==> config.mk <==
export PLATFORM = sky130hd
export DESIGN_NAME = irq_select
export DESIGN_NICKNAME = d
export VERILOG_FILES = /design/src/rtl/irq_select_pkg.sv /design/src/rtl/irq_select_ctrl.sv /design/src/rtl/irq_select_dp.sv /design/src/rtl/irq_select.sv
export SDC_FILE = /design/constraint.sdc
export NUM_CORES = 1
export LEC_CHECK = 0
export BUFFER_PORTS_ARGS = -buffer_cell sky130_fd_sc_hd__buf_4
export CORE_ASPECT_RATIO = 0.75
export CORE_MARGIN = 2
export CORE_UTILIZATION = 44
export CTS_CLUSTER_DIAMETER = 30
export DETAILED_ROUTE_END_ITERATION = 8
export PLACE_DENSITY_LB_ADDON = 0.15
export RECOVER_POWER = 100
export SLEW_MARGIN = 20
export SYNTH_ARGS = -nofsm -noshare
export SYNTH_HDL_FRONTEND = slang
export SYNTH_HIERARCHICAL = 1
export SYNTH_SLANG_ARGS = --single-unit
==> constraint.sdc <==
create_clock -name clk -period 3.2 [get_ports clk]
set_input_delay 0.32 -clock clk [delete_from_list [all_inputs] [get_ports clk]]
set_output_delay 0.32 -clock clk [all_outputs]
set_load 0.02 [all_outputs]
==> src/rtl/irq_select_pkg.sv <==
package irq_select_pkg;

  typedef enum logic [1:0] {
    PRIV_USER  = 2'd0,
    PRIV_SUPER = 2'd1,
    PRIV_RSVD  = 2'd2,
    PRIV_MACH  = 2'd3
  } priv_e;

  // Strobes handed from the control decode to the datapath
  typedef struct packed {
    logic machOpen;
    logic supOpen;
    logic hypSupOpen;
    logic virtMode;
  } gate_t;

endpackage

==> src/rtl/irq_select_ctrl.sv <==
module irq_select_ctrl
  import irq_select_pkg::*;
(
  input  logic [1:0] privLvl,
  input  logic       mieGlobal,
  input  logic       sieGlobal,
  input  logic       hsSieGlobal,
  input  logic       virtOn,
  output gate_t      gate
);

  priv_e curPriv;
  logic  belowMach;
  logic  belowSuper;
  logic  atMach;
  logic  atSuper;

  always_comb begin
    curPriv    = priv_e'(privLvl);
    belowMach  = (curPriv != PRIV_MACH);
    atMach     = (curPriv == PRIV_MACH);
    belowSuper = (curPriv == PRIV_USER);
    atSuper    = (curPriv == PRIV_SUPER);

    gate.machOpen   = belowMach  || (atMach  && mieGlobal);
    gate.supOpen    = belowSuper || (atSuper && sieGlobal);
    gate.hypSupOpen = belowSuper || (atSuper && hsSieGlobal);
    gate.virtMode   = virtOn;
  end

endmodule

==> src/rtl/irq_select_dp.sv <==
module irq_select_dp
  import irq_select_pkg::*;
#(
  parameter int VEC_W   = 32,
  parameter int CAUSE_W = $clog2(VEC_W),
  parameter int VS_SW   = 2,
  parameter int VS_TM   = 6,
  parameter int VS_EX   = 10
) (
  input  gate_t              gate,
  input  logic [VEC_W-1:0]   pendVec,
  input  logic [VEC_W-1:0]   enableVec,
  input  logic [VEC_W-1:0]   delegMask,
  output logic               nxtValid,
  output logic [CAUSE_W-1:0] nxtCause,
  output logic               nxtForce
);

  logic [VEC_W-1:0] guestMask;
  logic [VEC_W-1:0] candVec;
  logic [VEC_W-1:0] hypCand;
  logic [VEC_W-1:0] routeVec;
  logic [VEC_W-1:0] normVec;
  logic [VEC_W-1:0] pickVec;
  logic             hypHit;

  for (genvar i = 0; i < VEC_W; i++) begin : g_guest
    assign guestMask[i] = (i == VS_SW) || (i == VS_TM) || (i == VS_EX);
  end

  always_comb begin
    candVec  = pendVec & enableVec;
    hypCand  = candVec & ~guestMask & {VEC_W{gate.hypSupOpen}};
    hypHit   = gate.virtMode && (|hypCand);
    routeVec = gate.virtMode ? (candVec & guestMask) : candVec;
    normVec  = (routeVec & ~delegMask & {VEC_W{gate.machOpen}}) |
               (routeVec &  delegMask & {VEC_W{gate.supOpen}});
    pickVec  = hypHit ? hypCand : normVec;
  end

  // Lowest set index wins: scan from the top so the last hit is the lowest
  always_comb begin
    nxtCause = '0;
    for (int i = VEC_W - 1; i >= 0; i--) begin
      if (pickVec[i]) nxtCause = CAUSE_W'(i);
    end
    nxtValid = |pickVec;
    nxtForce = hypHit;
  end

endmodule

==> src/rtl/irq_select.sv <==
module irq_select
  import irq_select_pkg::*;
#(
  parameter int VEC_W   = 32,
  parameter int CAUSE_W = $clog2(VEC_W)
) (
  input  logic               clk,
  input  logic               rst,
  input  logic [VEC_W-1:0]   pendVec,
  input  logic [VEC_W-1:0]   enableVec,
  input  logic [VEC_W-1:0]   delegMask,
  input  logic [1:0]         privLvl,
  input  logic               mieGlobal,
  input  logic               sieGlobal,
  input  logic               hsSieGlobal,
  input  logic               virtOn,
  output logic               irqValid,
  output logic [CAUSE_W-1:0] irqCause,
  output logic               forceHyp
);

  gate_t              gate;
  logic               nxtValid;
  logic [CAUSE_W-1:0] nxtCause;
  logic               nxtForce;

  irq_select_ctrl u_ctrl (
    .privLvl    (privLvl),
    .mieGlobal  (mieGlobal),
    .sieGlobal  (sieGlobal),
    .hsSieGlobal(hsSieGlobal),
    .virtOn     (virtOn),
    .gate       (gate)
  );

  irq_select_dp #(.VEC_W(VEC_W), .CAUSE_W(CAUSE_W)) u_dp (
    .gate     (gate),
    .pendVec  (pendVec),
    .enableVec(enableVec),
    .delegMask(delegMask),
    .nxtValid (nxtValid),
    .nxtCause (nxtCause),
    .nxtForce (nxtForce)
  );

  always_ff @(posedge clk) begin
    if (rst) begin
      irqValid <= 1'b0;
      irqCause <= '0;
      forceHyp <= 1'b0;
    end else begin
      irqValid <= nxtValid;
      irqCause <= nxtCause;
      forceHyp <= nxtForce;
    end
  end

endmodule

==> results by group, run 1 <==
Status
  – Status: finished, final reports clean

Logic synthesis
  – Yosys top cell area share: 14.2%
  – Post-synth EDFFs: 0
  – Seq/Total Area, Yosys: 7.66%
  – Most used DFF post-synth: dfxtp_1
  – Post-synthesis area per instance: 6.47 sq um
  – Post-synthesis net count: 387
  – #FFs+latches synth: 7
  – Most common cell in the netlist: nand2_1
  – Most area-consuming cells after synthesis: mux2i_1, nand2_1, dfxtp_1, a22oi_1, nor2_1
  – Post-synth cell types: 54
  – Ys async rst share: 0%
  – Cells after Synth: 283
  – Synthesized area: 1830 sq um
  – Commonest cells post-synth: nand2_1, mux2i_1, nor2_1, a21oi_1, a22oi_1
  – Ys Warns: 6
  – Yosys top cell by area: mux2i_1

Detailed routing
  – Routed wire per std cell: 15.7 um
  – Via count: 2709
  – Routed Antenna Nets: 0
  – Router iterations before antenna repair: 5
  – WL final: 7190 um
  – Residual DRC count: 0
  – Vias per inst: 5.90
  – Initial DRC count: 193

Global routing
  – Largest net degree at the start of global routing: 30
  – Antenna violations before repair: 0
  – Total congestion overflow: 0
  – Total track usage: 31.0%
  – First-pass GRT wire length: 11400 um
  – Vias in the first global route: 2432

Timing
  – Max-slew violation count: 0
  – Fmax: 332 MHz
  – Least-Margin Pin Slew: 0.482 ns
  – Final period util: 94.1%
  – RSZ-0062 raised after global routing: false
  – Final Hold Fails: 0
  – Final count of negative-setup-slack endpoints: 0
  – Final worst path period need: 3.01 ns
  – Hold WS: 0.321 ns
  – Slew HR: 67.5%

Power and ir drop
  – Switch share: 38.9%
  – Cell Pwr Density: 227 nW/um^2
  – Sw Pwr: 253 uW
  – Seq pwr share: 15.3%
  – P_leak: 1.38 nW
  – Maximum vdd drop: 151 uV
  – Tot Pwr: 648 uW
  – Int Power: 396 uW
  – Combinational power share: 65.1%
  – Clk pwr share: 19.6%

Clock network
  – Reg clk slew, reported paths: 0.04 ns
  – CTS tree: done
  – Num CTS Buffers: 3
  – H-tree levels: 1
  – TritonCTS sink count: 7
  – CTS root buffer: clkbuf_8
  – Longest Clk Path Bufs: 2

Worst hold path
  – Worst min path class: input pin to register

Layout
  – Proportion of layout cells with a drive suffix above 1: 35.1%
  – Area Overhead vs Synth: 55.8%
  – Fin nets: 509
  – Antenna cells: 0
  – Fillers: 372

Critical path
  – Startpoint Class: input pin
  – Kind of critical path: input pin to register
  – Max Fanout on Critical Path: 8
  – Critical path, cell by cell: clkbuf_1, a222oi_1, nand4_1, or4b_1, buf_6, nand2_8, inv_6, o211ai_2, nand4_1, or4_4, or2_1, nor2b_1
  – Crit end category: register
  – Slowest stage cell, crit path: or4_4
  – Critical path's largest stage delay: 0.57 ns
  – Worst Path Required: 3.32 ns
  – Worst EP arrival: 3.13 ns
  – Most frequent CP cell: nand4_1

Floorplan
  – FP Rows: 20
  – Die W: 78.5 um
  – IO Count: 111
  – Die area: 4700 sq um
  – Die height: 59.9 um
  – Core ar.: 4030 sq um
  – Starting density of the core: 45.4%

Job
  – Max cap viols: 0

Placement
  – GPL Wtd Cong: 0.919
  – Dpl hpwl: 5860 um
  – IO Port Bufs: 110
-- power by group through the flow --
stage	clock, mW	combinational (mW)	sequential (mW)
2_1_floorplan	0	0.201	0.113
4_1_cts	0.131	0.415	0.0994
3_3_place_gp	0	0.412	0.100
6_report	0.127	0.422	0.0990
5_1_grt	0.136	0.458	0.0997
3_5_place_dp	0	0.412	0.101
-- final timing paths --
check,startpoint,end,slack [ns],cells past startpoint
worst min-delay path,rst,irqCause[1],0.32,2
worst max-delay path,enableVec[4],irqValid,0.19,12
-- per-layer routing --
metal  vias to the layer above  GRT usage (%)  part of all wire, %
met1                      1213           43.1                   45
met4                         0           6.77                  1.9
met2                       156           49.1                   42
li1                       1324              -                    -
met5                         -              0                    0
met3                        16           7.40                   11
-- per-stage QoR --
stage / setup WS [ns] / cell area (sq um) / instances / util (%) / TNS (ns)
final: 0.188 / 2850 / 459 / 70.8 / 0
after global routing: 0.00617 / 2850 / 459 / 70.8 / 0
after CTS: 0.190 / 2850 / 456 / 70.6 / 0
after detailed placement: -0.0427 / 2800 / 452 / 69.5 / -0.0427
after global placement: 0.0122 / 2800 / 452 / 69.5 / 0
after floorplan: 0.329 / 1830 / 283 / - / 0
-- cells in the final DEF, fill, tap and decap left out, types with 8 or more instances in the layout --
master | Yosys | routed
o21ai_0 | 12 | 12
clkbuf_1 | 10 | 9
mux2i_1 | 26 | 26
a21oi_1 | 15 | 12
nor2_1 | 25 | 25
nand3_1 | 12 | 12
nand2_1 | 51 | 51
o22ai_1 | 12 | 12
a22oi_1 | 14 | 14
nand4_1 | 8 | 8
buf_4 | 1 | 121
nor2b_1 | 8 | 8
-- sequential cells by signal, summed over array words and instances, names as in the netlist --
signal / cells
irqValid: 1
forceHyp: 1
irqCause: 5
-- timing repair --
item,CTS,global route
gates resized for setup,0,4
hold buffers,0,0
endpoints found under the hold margin,0,0
buffers inserted,0,3
endpoints found under the setup margin,0,1
-- logic make-up (layout without fill, tap and decap cells) --
family,after synthesis,count (layout),synth area share (%)
AOI/OAI and AO/OA,91,91,34.1
buffers and inverters,20,141,4.99
DFF,7,7,7.66
muxes,30,30,16.7
and+or+nand+nor,135,135,36.6
-- critical path: cells and delay by family --
family,cells,cell delay (ns)
and+or+nand+nor,7,1.86
AOI/OAI and AO/OA,2,0.61
buffers and inverters,3,0.32
-- final cells by class --
class | count | area [sq um] | share of cell area (%)
tap | 55 | 68.8 | 2.41
timing repair buffer | 131 | 957 | 33.6
sequential | 7 | 140 | 4.91
clock buffer | 4 | 45.0 | 1.58
multi-input combinational | 256 | 1610 | 56.6
inverter | 6 | 27.5 | 0.965
Note: power is estimated with default switching activity, not from simulation.
==> run 2: changes to the inputs <==
==> constraint.sdc (replaced) <==
create_clock -name clk -period 3.2 [get_ports clk]
set_input_delay 0.16 -clock clk [delete_from_list [all_inputs] [get_ports clk]]
set_output_delay 0.16 -clock clk [all_outputs]
set_load 0.02 [all_outputs]
==> run 2 against run 1 <==
Design area is 3.8% lower; sequential power hardly changed; hold slack worse by 0.17 ns; via count is 1.3% lower; critical path type unchanged; first-iteration DRC count is 12% higher; power is 2.9% lower; clock power hardly changed; utilization is 2.7 points lower; combinational power is 4.7% lower; critical path depth is 1 lower; clock-buffer cell count stayed put; die area stayed put.
==> results by group, run 2 (synthesis gave the netlist of run 1 again) <==
Status
  – Status: finished, final reports clean

Worst hold path
  – WHS Path Cells: 2 (unchanged)
  – Hold_sp: rst
  – Hold Path End: irqValid
  – Worst min path class: input pin to register

Layout
  – Proportion of layout cells with a drive suffix above 1: 32.1% (-3.0 points)
  – Most common cell after layout, fill and taps aside: buf_4
  – Most flops, register: irqCause
  – Biggest regs: irqCause: 5 flops, forceHyp: 1 flops, irqValid: 1 flops
  – Fin nets: 497 (-2.4%)
  – Most frequent cells in the layout: buf_4, nand2_1, mux2i_1
  – Area Overhead vs Synth: 49.9%
  – Antenna cells: 0 (unchanged)
  – Largest register FFs: 5 (unchanged)

Floorplan
  – Die area: 4700 sq um (unchanged)
  – FP Rows: 20 (unchanged)
  – Starting density of the core: 45.4% (unchanged)
  – Core ar.: 4030 sq um (unchanged)
  – Die height: 59.9 um (unchanged)
  – IO Count: 111 (unchanged)
  – Die W: 78.5 um (unchanged)

Global routing
  – M1 GR Usage: 42.4% (-0.65 points)
  – GR Util met3: 5.44% (-2.0 points)
  – Grt met2 use: 48.5% (-0.62 points)
  – Vias in the first global route: 2355 (-3.2%)
  – Largest net degree at the start of global routing: 30 (unchanged)
  – Antenna violations before repair: 0 (unchanged)
  – GRT Max-Usage Layer: met2
  – Total congestion overflow: 0 (unchanged)
  – Total track usage: 30.0% (-0.96 points)
  – First-pass GRT wire length: 11100 um (-2.7%)

Critical path
  – CP top delay family: simple AND/OR/NAND/NOR gates
  – Most frequent CP cell: clkbuf_1
  – WP buf/inv: 2 (-1)
  – Critical path's largest stage delay: 0.69 ns (+0.12 ns)
  – Critical path, cell by cell: clkbuf_1, a222oi_1, nand4_1, or4b_1, clkbuf_1, a32o_1, a221oi_1, nand3_1, nand2b_1, a211oi_1, nor2b_1
  – Kind of critical path: input pin to register
  – Crit path launch: pendVec[4]
  – Max Fanout on Critical Path: 5 (-3)
  – Slowest stage cell, crit path: or4b_1
  – Worst Path Required: 3.36 ns (+0.04 ns)
  – Startpoint Class: input pin
  – Worst EP arrival: 3.16 ns (+0.03 ns)
  – Crit end category: register

Detailed routing
  – WL final: 7100 um (-1.2%)
  – Initial DRC count: 217 (+12%)
  – Routed wire per std cell: 15.9 um (+1.4%)
  – Router iterations before antenna repair: 5 (unchanged)
  – Via count: 2673 (-1.3%)
  – Routed Antenna Nets: 0 (unchanged)
  – Vias per inst: 5.98 (+1.3%)
  – Residual DRC count: 0 (unchanged)

Placement
  – IO Port Bufs: 110 (unchanged)
  – GPL Wtd Cong: 0.997 (+8.5%)
  – Dpl hpwl: 5810 um (-0.70%)

Power and ir drop
  – Sw Pwr: 249 uW (-1.4%)
  – Tot Pwr: 630 uW (-2.9%)
  – Int Power: 381 uW (-3.8%)
  – Maximum vdd drop: 132 uV (-12%)
  – Seq pwr share: 15.7% (+0.4 points)
  – Combinational power share: 63.8% (-1.3 points)
  – Cell Pwr Density: 229 nW/um^2 (+0.97%)
  – P_leak: 1.32 nW (-4.5%)
  – Clk pwr share: 20.5% (+0.9 points)
  – Switch share: 39.5% (+0.59 points)

Timing
  – Final Hold Fails: 0 (unchanged)
  – Fmax: 334 MHz (+0.66%)
  – Slew HR: 65.7% (-1.9 points)
  – Final count of negative-setup-slack endpoints: 0 (unchanged)
  – Max-slew violation count: 0 (unchanged)
  – Least-Margin Pin Slew: 0.510 ns (+0.0279 ns)
  – Setup TNS: 0 ns (unchanged)
  – RSZ-0062 raised after global routing: false
  – Hold WS: 0.151 ns (-0.169 ns)
  – Final period util: 93.5% (-0.61 points)
  – Final worst path period need: 2.99 ns (-0.0196 ns)

Job
  – Max cap viols: 0 (unchanged)

Clock network
  – TritonCTS sink count: 7 (unchanged)
  – CTS tree: done
  – Post-CTS Setup Repair Bufs: 0 (unchanged)
  – Reg clk slew, reported paths: 0.04 ns (about the same)
  – Longest Clk Path Bufs: 2 (unchanged)
  – CTS root buffer: clkbuf_8
  – Num CTS Buffers: 3 (unchanged)
  – Resize count post-CTS: 0 (unchanged)
  – Post-CTS Hold Fix Bufs: 0 (unchanged)
  – H-tree levels: 1 (unchanged)
## run 2: power by group through the flow
stage,Clock (mW),Combinational [mW],Sequential (mW)
after floorplan,0,0.201,0.113
after global placement,0,0.400,0.100
after detailed placement,0,0.400,0.101
after CTS,0.132,0.403,0.0992
after global routing,0.134,0.436,0.0993
final,0.129,0.402,0.0988
## run 2: per-stage QoR
step / instances / worst slack [ns] / cell area [sq um] / utilization, %
6_report: 447 / 0.208 / 2740 / 68.1
3_3_place_gp: 443 / 0.0916 / 2730 / 67.8
2_1_floorplan: 283 / 0.489 / 1830 / -
3_5_place_dp: 443 / 0.0600 / 2730 / 67.8
4_1_cts: 447 / 0.286 / 2780 / 68.9
5_1_grt: 447 / 0.104 / 2740 / 68.1
## run 2: how the worst max path moves through the flow
| stage | to | slack, ns | cells after the start |
|---|---|---|---|
| after floorplan | irqValid | 0.49 | 11 |
| after global placement | irqCause[3] | 0.09 | 11 |
| after detailed placement | irqValid | 0.06 | 11 |
| after CTS | irqCause[3] | 0.29 | 11 |
| after global routing | irqCause[0] | 0.10 | 12 |
| final | irqCause[3] | 0.21 | 11 |
## run 2: layer usage
layer / wire length, um / vias up
met3: 736 / 10
met4: 74 / 0
li1: - / 1302
met1: 3250 / 1187
met5: 0 / -
met2: 3040 / 174
## run 2: layout make-up
class	count	area (sq um)
multi-input combinational	256	1600
fill	382	1280
timing repair buffer	119	860
sequential	7	140
tap	55	68.8
clock buffer	4	45.0
inverter	6	27.5
==> run 3: changes to the inputs <==
--- a/config.mk
+++ b/config.mk
@@ -5,6 +5,7 @@
 export SDC_FILE = /design/constraint.sdc
 export NUM_CORES = 1
 export LEC_CHECK = 0
+export ABC_AREA = 1
 export BUFFER_PORTS_ARGS = -buffer_cell sky130_fd_sc_hd__buf_4
 export CORE_ASPECT_RATIO = 0.75
 export CORE_MARGIN = 2
==> run 3 against run 2 <==
Critical path depth rose by 30; final cell count rose by 12%; routed wire length fell by 19%; hold slack got worse by 0.0091 ns; worst setup slack improved by 0.17 ns; non-clock buffer count fell by 3; synthesized cell count rose by 22%; power fell by 3.9%; die area fell by 5.6%; maximum frequency rose by 6.0%; combinational power fell by 7.0%; sequential cell count did not move.
==> results by group, run 3 <==
Status
  – Status: finished, final reports clean

Logic synthesis
  – Post-synth EDFFs: 0 (unchanged)
  – Most common cell in the netlist: nand2_1
  – Seq/Total Area, Yosys: 8.14% (+0.48 points)
  – #FFs+latches synth: 7 (unchanged)
  – Most used DFF post-synth: dfxtp_1
  – Yosys top cell by area: nand2_1
  – Post-synthesis net count: 449 (+16%)
  – Commonest cells post-synth: nand2_1, o21ai_0, inv_1, nor2_1, nand3_1
  – Most area-consuming cells after synthesis: nand2_1, o21ai_0, nand4_1, nand3_1, inv_1
  – Synthesized area: 1720 sq um (-5.9%)
  – Yosys top cell area share: 20.7% (+6.5 points)
  – Ys async rst share: 0% (unchanged)
  – Post-synth cell types: 27 (-50%)
  – Post-synthesis area per instance: 4.99 sq um (-23%)
  – Ys Warns: 6 (unchanged)
  – Cells after Synth: 345 (+22%)

Timing
  – Final worst path period need: 2.82 ns (-0.169 ns)
  – Final period util: 88.2% (-5.3 points)
  – RSZ-0062 raised after global routing: false
  – Fmax: 354 MHz (+6.0%)
  – Final Hold Fails: 0 (unchanged)
  – Setup TNS: 0 ns (unchanged)
  – Least-Margin Pin Slew: 0.507 ns (-0.00237 ns)
  – Slew HR: 65.9% (+0.21 points)
  – Max-slew violation count: 0 (unchanged)
  – Final count of negative-setup-slack endpoints: 0 (unchanged)

Clock network
  – Resize count post-CTS: 0 (unchanged)
  – TritonCTS sink count: 7 (unchanged)
  – Longest Clk Path Bufs: 2 (unchanged)
  – H-tree levels: 1 (unchanged)
  – Post-CTS Setup Repair Bufs: 0 (unchanged)
  – Reg clk slew, reported paths: 0.05 ns (about the same)
  – Post-CTS Hold Fix Bufs: 0 (unchanged)
  – CTS root buffer: clkbuf_8
  – CTS tree: done
  – Num CTS Buffers: 3 (unchanged)

Floorplan
  – Core ar.: 3710 sq um (-8.0%)
  – IO Count: 111 (unchanged)
  – Die W: 76.2 um (-2.9%)
  – Die area: 4430 sq um (-5.6%)
  – FP Rows: 19 (-5.0%)
  – Starting density of the core: 46.4% (+0.99 points)
  – Die height: 58.2 um (-2.8%)

Layout
  – Final Util: 70.6% (+2.5 points)
  – Antenna cells: 0 (unchanged)
  – Design Area, Final: 2620 sq um (-4.5%)
  – Multi-input gate area: 1340 sq um (-16%)
  – Biggest regs: irqCause: 5 flops, forceHyp: 1 flops, irqValid: 1 flops
  – Fin nets: 555 (+12%)
  – Fillers: 374 (-2.1%)
  – Area Overhead vs Synth: 52.2%
  – Most flops, register: irqCause
  – Proportion of layout cells with a drive suffix above 1: 29.6% (-2.6 points)
  – Register area: 140 sq um (unchanged)
  – Largest register FFs: 5 (unchanged)
  – Most frequent cells in the layout: buf_4, nand2_1, o21ai_0
  – Most common cell after layout, fill and taps aside: buf_4

Power and ir drop
  – P_leak: 1.36 nW (+3.1%)
  – Maximum vdd drop: 156 uV (+18%)
  – Cell Pwr Density: 231 nW/um^2 (+0.63%)

Job
  – Max cap viols: 0 (unchanged)

Global routing
  – First-pass GRT wire length: 9690 um (-13%)
  – Vias in the first global route: 2289 (-2.8%)
  – Total congestion overflow: 0 (unchanged)
  – Total track usage: 26.1% (-3.9 points)
  – Largest net degree at the start of global routing: 31 (+3.3%)
  – Antenna violations before repair: 0 (unchanged)

Critical path
  – Crit end category: register
  – Worst Path Required: 3.37 ns (about the same)
  – Startpoint Class: input pin
  – CP top delay family: simple AND/OR/NAND/NOR gates
  – Kind of critical path: input pin to register
  – WP buf/inv: 4 (+2)
  – Most frequent CP cell: nand2_1
  – Critical path's largest stage delay: 0.22 ns (-0.47 ns)
  – Worst EP arrival: 3.00 ns (-0.16 ns)
  – Max Fanout on Critical Path: 29 (+24)
  – Slowest stage cell, crit path: o21ai_1

Detailed routing
  – Vias per inst: 5.13 (-14%)
  – Residual DRC count: 0 (unchanged)
  – Router iterations before antenna repair: 4 (-1)
  – WL final: 5780 um (-19%)
  – Routed Antenna Nets: 0 (unchanged)
  – Routed wire per std cell: 11.5 um (-28%)
  – Via count: 2575 (-3.7%)
  – Initial DRC count: 113 (-48%)

Placement
  – Dpl hpwl: 4720 um (-19%)
  – IO Port Bufs: 110 (unchanged)
  – GPL Wtd Cong: 0.903 (-9.4%)
  – Placed cell areas: 2600 sq um (-5.0%)

Worst hold path
  – Worst min path class: input pin to register
==> run 3: layer usage <==
metal | track usage [%] | routed length (um)
met4 | 5.19 | 61
met1 | 33.6 | 2650
met2 | 46.0 | 2610
met3 | 5.61 | 459
met5 | 0 | 0
==> run 3: cell type report <==
type / count / share of cell area [%]
Sequential cell: 7 / 5.35
Clock buffer: 4 / 1.72
Tap cell: 52 / 2.48
Multi-Input combinational cell: 276 / 51.1
Inverter: 47 / 6.73
Timing Repair Buffer: 116 / 32.6
==> run 3: cell families (layout without fill, tap and decap cells) <==
group           count (synthesis)  count (layout)  synth area share, %
flops                           7               7                 8.14
simple gates                  214             214                 57.9
compound gates                 62              62                 19.0
buf+inv                        62             167                 15.0
==> run 3: report_power, final <==
part | total, mW | internal (mW) | leakage [nW] | switching (mW)
clock network | 0.130 | 0.0867 | 0.0228 | 0.0438
logic | 0.374 | 0.170 | 1.28 | 0.204
registers | 0.101 | 0.0978 | 0.0581 | 0.00286
==> run 3: stage by stage <==
| step | cells | power [mW] | setup slack, ns | hold WS, ns |
|---|---|---|---|---|
| floorplan | 345 | 0.311 | 0.573 | 0.231 |
| global placement | 498 | 0.472 | 0.286 | 0.383 |
| detailed placement | 498 | 0.479 | 0.180 | 0.381 |
| CTS | 502 | 0.612 | 0.418 | 0.135 |
| global route | 502 | 0.663 | 0.00913 | 0.152 |
| finish | 502 | 0.605 | 0.377 | 0.142 |
==> run 3: worst paths after layout <==
path        from           to  slack, ns  cells after the start
max   privLvl[0]  irqCause[0]       0.38                     41
min          rst  irqCause[1]       0.14                      2
